--- src/rtl/irq_hub.sv ---
module irq_hub #(
  parameter int NSRC   = 31,
  parameter int NCTX   = 2,
  parameter int PRIO_W = 3
) (
  input  logic              clk,
  input  logic              rst,
  input  logic [NSRC-1:0]   irq_in,
  input  logic              bus_en,
  input  logic              bus_we,
  input  logic [21:0]       bus_addr,
  input  logic [31:0]       bus_wdata,
  output logic [31:0]       bus_rdata,
  output logic [NCTX-1:0]   ctx_irq
);
  localparam int IDW = $clog2(NSRC + 1);

  logic [PRIO_W-1:0] prio [1:NSRC];
  logic [NSRC:1]     en   [NCTX];
  logic [PRIO_W-1:0] thr  [NCTX];
  logic [IDW-1:0]    win  [NCTX];
  logic [NSRC:1]     pend, busy;

  logic aligned, in_prio, in_en, in_ctl;
  assign aligned = bus_addr[1:0] == 2'b00;
  assign in_prio = aligned && bus_addr[21:12] == 10'd0;
  assign in_en   = aligned && bus_addr[21:13] == 9'd1 && bus_addr[6:2] == 5'd0;
  assign in_ctl  = aligned && bus_addr[21];

  logic [NCTX-1:0] en_sel, thr_sel, clm_sel;
  always_comb begin
    for (int c = 0; c < NCTX; c++) begin
      en_sel[c]  = in_en  && bus_addr[12:7]  == 6'(c);
      thr_sel[c] = in_ctl && bus_addr[20:12] == 9'(c) && bus_addr[11:0] == 12'h000;
      clm_sel[c] = in_ctl && bus_addr[20:12] == 9'(c) && bus_addr[11:0] == 12'h004;
    end
  end

  logic claim_rd, cmpl_wr;
  logic [IDW-1:0] claim_id;
  assign claim_rd = bus_en && !bus_we && (|clm_sel);
  assign cmpl_wr  = bus_en &&  bus_we && (|clm_sel);

  always_comb begin
    for (int c = 0; c < NCTX; c++) begin
      logic [PRIO_W-1:0] best;
      best   = thr[c];
      win[c] = '0;
      for (int s = 1; s <= NSRC; s++)
        if (pend[s] && en[c][s] && prio[s] > best) begin
          best   = prio[s];
          win[c] = IDW'(s);
        end
      ctx_irq[c] = win[c] != '0;
    end
  end

  always_comb begin
    bus_rdata = '0;
    claim_id  = '0;
    for (int s = 1; s <= NSRC; s++)
      if (in_prio && bus_addr[11:2] == 10'(s)) bus_rdata = 32'(prio[s]);
    for (int c = 0; c < NCTX; c++) begin
      if (en_sel[c])  bus_rdata = 32'({en[c], 1'b0});
      if (thr_sel[c]) bus_rdata = 32'(thr[c]);
      if (clm_sel[c]) begin
        bus_rdata = 32'(win[c]);
        claim_id  = win[c];
      end
    end
  end

  always_ff @(posedge clk) begin
    if (rst) begin
      pend <= '0;
      busy <= '0;
      for (int s = 1; s <= NSRC; s++) prio[s] <= '0;
      for (int c = 0; c < NCTX; c++) begin
        en[c]  <= '0;
        thr[c] <= '0;
      end
    end else begin
      for (int s = 1; s <= NSRC; s++) begin
        if (claim_rd && claim_id == IDW'(s)) begin
          pend[s] <= 1'b0;
          busy[s] <= 1'b1;
        end else if (cmpl_wr && bus_wdata == 32'(s) && busy[s]) begin
          busy[s] <= 1'b0;
        end else if (!busy[s] && irq_in[s-1]) begin
          pend[s] <= 1'b1;
        end
        if (bus_en && bus_we && in_prio && bus_addr[11:2] == 10'(s))
          prio[s] <= bus_wdata[PRIO_W-1:0];
      end
      for (int c = 0; c < NCTX; c++) begin
        if (bus_en && bus_we && en_sel[c])  en[c]  <= bus_wdata[NSRC:1];
        if (bus_en && bus_we && thr_sel[c]) thr[c] <= bus_wdata[PRIO_W-1:0];
      end
    end
  end
endmodule


--- config.mk ---
export PLATFORM = sky130hd
export DESIGN_NAME = irq_hub
export DESIGN_NICKNAME = d
export VERILOG_FILES = /design/src/rtl/irq_hub.sv
export SDC_FILE = /design/constraint.sdc
export NUM_CORES = 1
export LEC_CHECK = 0
export BUFFER_PORTS_ARGS = -buffer_cell sky130_fd_sc_hd__clkbuf_2
export CAP_MARGIN = 20
export CORE_MARGIN = 2
export CORE_UTILIZATION = 45
export DETAILED_ROUTE_END_ITERATION = 6
export PLACE_DENSITY = 0.68
export SETUP_SLACK_MARGIN = 0.4
export SLEW_MARGIN = 5
export SYNTH_ARGS = -nofsm -noshare
export SYNTH_HDL_FRONTEND = slang
export SYNTH_SLANG_ARGS = --single-unit
--- constraint.sdc ---
create_clock -name clk -period 51.2 [get_ports clk]
set_clock_uncertainty 0.1 [all_clocks]
set_input_delay 5.12 -clock clk [delete_from_list [all_inputs] [get_ports clk]]
set_output_delay 5.12 -clock clk [all_outputs]
set_load 0.02 [all_outputs]
Yosys cells after proc, flatten, opt, wreduce, memory -nomap -nowiden:

Memories as Yosys holds them, arrays and structs flattened.
Index checks and enable logic that the tools add are counted.

* flip-flop bits (word level): 62
* bits in writable memories: 161
* bits of input ports: 89
* output and inout port bits: 34
* logic and storage cells: 1120
* memories kept: 3

Memory list
* prio: depth 31, width 3, rd ports 31, clocked after memory_dff 0, write ports 31, line 18 `logic [PRIO_W-1:0] prio [1:NSRC];`
* en: depth 2, width 31, rd ports 2, clocked after memory_dff 0, write ports 2, line 19 `logic [NSRC:1] en [NCTX];`
* thr: depth 2, width 3, rd ports 2, clocked after memory_dff 0, write ports 2, line 20 `logic [PRIO_W-1:0] thr [NCTX];`

* order comparisons: 62
* equality and inequality tests: 97
* multiplexer cells: 365
* bitwise operators: 66
* reductions and logical operators: 465

Operator list (number)
* 2-to-1 mux 32 bit: 36
* == test 32 x 5 -> 1 bit, second input constant: 16
* logical AND 1 bit: 331
* 2-to-1 mux 5 bit: 62
* 2-to-1 mux 3 bit: 94
* == test 32 x 4 -> 1 bit, second input constant: 8
* greater-than comparator 3 bit: 62
* 2-to-1 mux 1 bit: 171
* == test 10 x 5 -> 1 bit, second input constant: 16
* == test 32 x 3 -> 1 bit, second input constant: 4
* == test 10 x 4 -> 1 bit, second input constant: 8
* == test 5 bit, second input constant: 16
* == test 32 x 2 -> 1 bit, second input constant: 2
* OR reduction 2 bit: 32
* 2-to-1 mux 31 bit: 2
* AND reduction 2 bit: 31
* nonzero test 2 bit: 31
* == test 10 x 3 -> 1 bit, second input constant: 4
* == test 5 x 4 -> 1 bit, second input constant: 8
* bitwise OR 1 bit: 35
* == test 32 x 1 -> 1 bit, second input constant: 1
* logical NOT 1 bit: 32
* NOT 1 bit: 31
* == test 10 x 2 -> 1 bit, second input constant: 2
* 14 further kinds: 20

Longest topological paths before layout:

An unclocked memory read counts as a cell.

* word-level depth: 99
* depth in mapped cells: 271
* gate-level depth less buffers: 267

Worst setup path before layout:

Ideal clock, no wire load.

* path kind: register to output
* start point: register prio[0][4] (netlist name)
* end point: output port ctx_irq[1]
* arrival time: 45.832 ns
* data required time: 45.980 ns
* slack: 0.148 ns
* cell stages (with the launch flop): 248
* buffers on the path: 3
* cell sequence: edfxtp_1 ha_1 nor2b_1 o311a_1 nand2_1 nor2_1 a21oi_1 ha_1 nor2b_1 a21oi_1 inv_1 o32ai_2 nor2_1 a21oi_1 inv_1 ha_1 nor4bb_1 a31oi_1 (+212 left out) a2111o_1 and3_1 nand2_1 mux2_2 ha_1 inv_1 a21o_1 a21oi_1 a311oi_1 mux2_2 ha_1 nand3_1 nand3_1 a21oi_1 nor2_1 o2111a_1 o2111a_1 nand3_1

RTL lines
* end, declared: line 14 `output logic [NCTX-1:0] ctx_irq`

==> metrics.md <==
| Metric | Value |
|---|---|
| Status | finished, violations left |
| Failing checks | design-rule violations |
| Antenna-violating nets left | 0 |
| Metal-1 WL | a little over 30 mm |
| CTS root buffer | clkbuf_16 |
| Highest Signal Layer | met4 |
| Latest clock arrival within the worst-skew pair | approximately 0.58 ns |
| Area of the core | 43,900 sq um |
| Post-synth EDFFs | about 160 |
| Most used DFF post-synth | edfxtp_1 |
| Fillers | around 4k |
| Die ar. | between 40,000 and 50,000 sq um |
| Input/output buffers | between 100 and 150 |
| #FFs+latches synth | between 200 and 250 |
| DRC | 2 |
| Global Route Usage Sum | between 20% and 30% |
| Metal3 WL | roughly 6.3 mm |
| RePlAce Congestion | 0.975 |
| H-tree depth | 1 |
| Pre-CTS WS | -2.04 ns |
| Starting Density | 45.3% |
| Via count | about 21k |
| Synthesized area per cell | 8.06 sq um |
| Met2 WL | about 34 mm |
| Final instance area | 24,700 sq um |
| CTS tree | done |
| RR Startpoint | prio[0][3] |
| Required time worst endpoint | 45.98 ns |
| DR pass1 iterations | 7 |
| PD cells | between 50 and 60 nW/um^2 |
| Min-delay src | busy[3] |
| Nets | about 3k |
| Peak VDD IR | between 0.05 and 0.06 mV |
| Mapped cell area | 19,900 sq um |
| Max Fclk | 20.2 MHz |
| Asr flop ratio synth | 0% |
| Worst path most repeated cell | ha_4 |
| Leak | 9.71 nW |
| Clk slew on worst S/H paths | ~0.06 ns |
| Distinct cells, synth | 123 |
| Non-Filler Instances | 3,346 |
| Inst Count DP | 3,193 |
| Syn Inst Count | 2,470 |
| Worst-Margin Slew | 1.15 ns |
| Starting DRT DRC Count | 2,406 |
| Final setup margin | between 1.5 and 2 ns |
| Worst Setup SP | prio[0][3] |
| Via density | 6.34 |
| Area Growth Syn to Fin | 24.2% |
| Vias in the first global route | approximately 19k |
| Final hold vios | 0 |
| CTS buffer count | 27 |
| DP Area | 21,500 sq um |
| Slowest-stage cell, CP | or4b_4 |
| First-pass GRT wire length | roughly 110 mm |
| Sequential area share after synthesis | 30.5% |
| Layout cell share with drive strength beyond 1 | 26.6% |
| Final setup viols | 0 |
| Largest net degree at the start of global routing | 67 |
| Worst path max stage delay | roughly 0.49 ns |
| Core Rows | 77 |
| Slew margin rel. | 21.3% |
| Startpoint Class | flip-flop |
| CTS sink count | ~220 |
| Post-DP HPWL | ~55 mm |
| HP Class | flip-flop to flip-flop |
| CP endpoint kind | output port |
| Yosys warnings | 0 |
| Final period util | between 90% and 100% |
| Setup CP Type | flip-flop to output port |
| WP data arrival | about 44 ns |
| Net count after synthesis | 2,661 |
| Die H | ~210 um |
| Initial antenna violation count | 5 |
| GRT Residual Overflow | 0 |
| Maxcap violations | 0 |
| Avg WL per Cell | between 20 and 25 um |
| IO Count | 123 |
| CP Max Fanout | 6 |
| Die W | about 210 um |
| Post-Route WL | around 74 mm |
| Slew Viols, Final | 0 |
| Longest Clk Path Bufs | 3 |
| Tmin final | slightly below 50 ns |
-- cells by family after synthesis --
logic type | count (synthesis) | share of synthesized area [%]
buf+inv | 243 | 5.34
xor+xnor | 17 | 0.748
fa+ha+maj | 134 | 8.02
simple gates | 990 | 23.6
flops | 223 | 30.5
mux | 110 | 6.07
compound gates | 753 | 25.7
-- power by group --
part           internal (mW)  total, mW  switching, mW
sequential             0.202      0.217         0.0155
clock                  0.106      0.191         0.0848
combinational          0.395      0.846          0.450
total                  0.703       1.25          0.551
-- Yosys cell counts, types with 11 or more instances --
cell | count | area (sq um)
nor2_1 | 313 | 1170
nand2_1 | 262 | 983
o21ai_0 | 223 | 1120
edfxtp_1 | 161 | 4830
inv_1 | 157 | 589
a21oi_1 | 129 | 646
ha_1 | 102 | 1280
nand3_1 | 92 | 460
dfxtp_1 | 62 | 1240
and2_1 | 61 | 382
a31oi_1 | 59 | 369
mux2_2 | 57 | 642
mux2i_1 | 49 | 490
clkbuf_1 | 48 | 180
o211ai_1 | 46 | 345
nor3_1 | 42 | 210
nor2b_1 | 41 | 257
and3_1 | 40 | 250
nand4_1 | 33 | 206
maj3_1 | 32 | 320
a21o_1 | 27 | 203
o31ai_1 | 22 | 165
o21ai_1 | 17 | 85.1
nand2b_1 | 16 | 100
nor4_1 | 15 | 93.8
o21a_1 | 15 | 113
or3_1 | 15 | 93.8
a211oi_1 | 14 | 105
o22ai_1 | 14 | 87.6
xnor2_1 | 14 | 123
a31o_2 | 13 | 114
buf_6 | 11 | 124
o211a_1 | 11 | 110
or2_2 | 11 | 68.8
-- state kept, by name (all words and copies together), names as in the netlist --
name	cells
thr	6
prio	93
en	62
pend	31
busy	31
-- metrics by stage --
stage	TNS [ns]	util, %	hold slack (ns)	power [mW]
final	0	56.3	0.384	1.25
after detailed placement	-11.18	49.0	0.372	0.804
after global placement	-2.27	49.0	0.369	0.790
after global routing	-1.96	56.2	0.400	1.33
after floorplan	0	-	0.354	0.648
after CTS	0	52.3	0.381	1.05
-- path summary, 6_finish.rpt --
check | to | slack, ns | depth (start not counted)
max | ctx_irq[1] | 1.59 | 255
min | busy[3] | 0.38 | 2
max reg2reg | pend[9] | 5.96 | 257
min reg2reg | busy[3] | 0.38 | 2
-- area by class of cell --
| cell class | count | area, sq um | share of cell area, % |
|---|---|---|---|
| Antenna cell | 5 | 12.5 | 0.0506 |
| Clock buffer | 31 | 743 | 3.01 |
| Clock inverter | 19 | 134 | 0.542 |
| Inverter | 158 | 608 | 2.46 |
| Multi-Input combinational cell | 2004 | 14300 | 57.9 |
| Sequential cell | 223 | 6080 | 24.6 |
| Tap cell | 592 | 741 | 3.00 |
| Timing Repair Buffer | 314 | 2080 | 8.42 |
-- routing by layer --
| metal | up-vias | track usage (%) |
|---|---|---|
| li1 | 9755 | - |
| met1 | 10200 | 40.9 |
| met2 | 1077 | 48.6 |
| met3 | 159 | 4.14 |
| met4 | 0 | 9.58 |
| met5 | - | 0 |
-- timing repair --
| item | 4_1_cts | 5_1_grt |
|---|---|---|
| hold buffers | 0 | 0 |
| gates resized for setup | 90 | 266 |
| buffers inserted | 23 | 75 |
| pin swaps | 31 | 124 |
| endpoints found under the setup margin | 6 | 7 |
-- worst max-delay path, delay by kind of cell (launching register included) --
family	cells	cell delay (ns)
flip-flops	1	0.46
AND/OR/NAND/NOR	64	9.25
multiplexers	27	7.82
buffers and inverters	40	3.91
adder cells (fa/ha/maj)	32	7.21
AO/OA/AOI/OAI	92	15.13
-- cell usage in the layout (no fill, tap or decap), drive strengths merged, types with 19 or more instances in the layout --
master  count
ha        102
nor2      313
inv       166
and2       63
nor3       43
maj3       32
o31ai      27
o211ai     48
buf       194
nor2b      41
nand3      94
a31oi      62
o21ai     242
clkbuf    151
edfxtp    161
nand2     262
nand4      33
a31o       19
dfxtp      62
mux2       59
a21oi     130
mux2i      50
and3       41
a21o       27
Note: power is estimated with default switching activity, not from simulation.
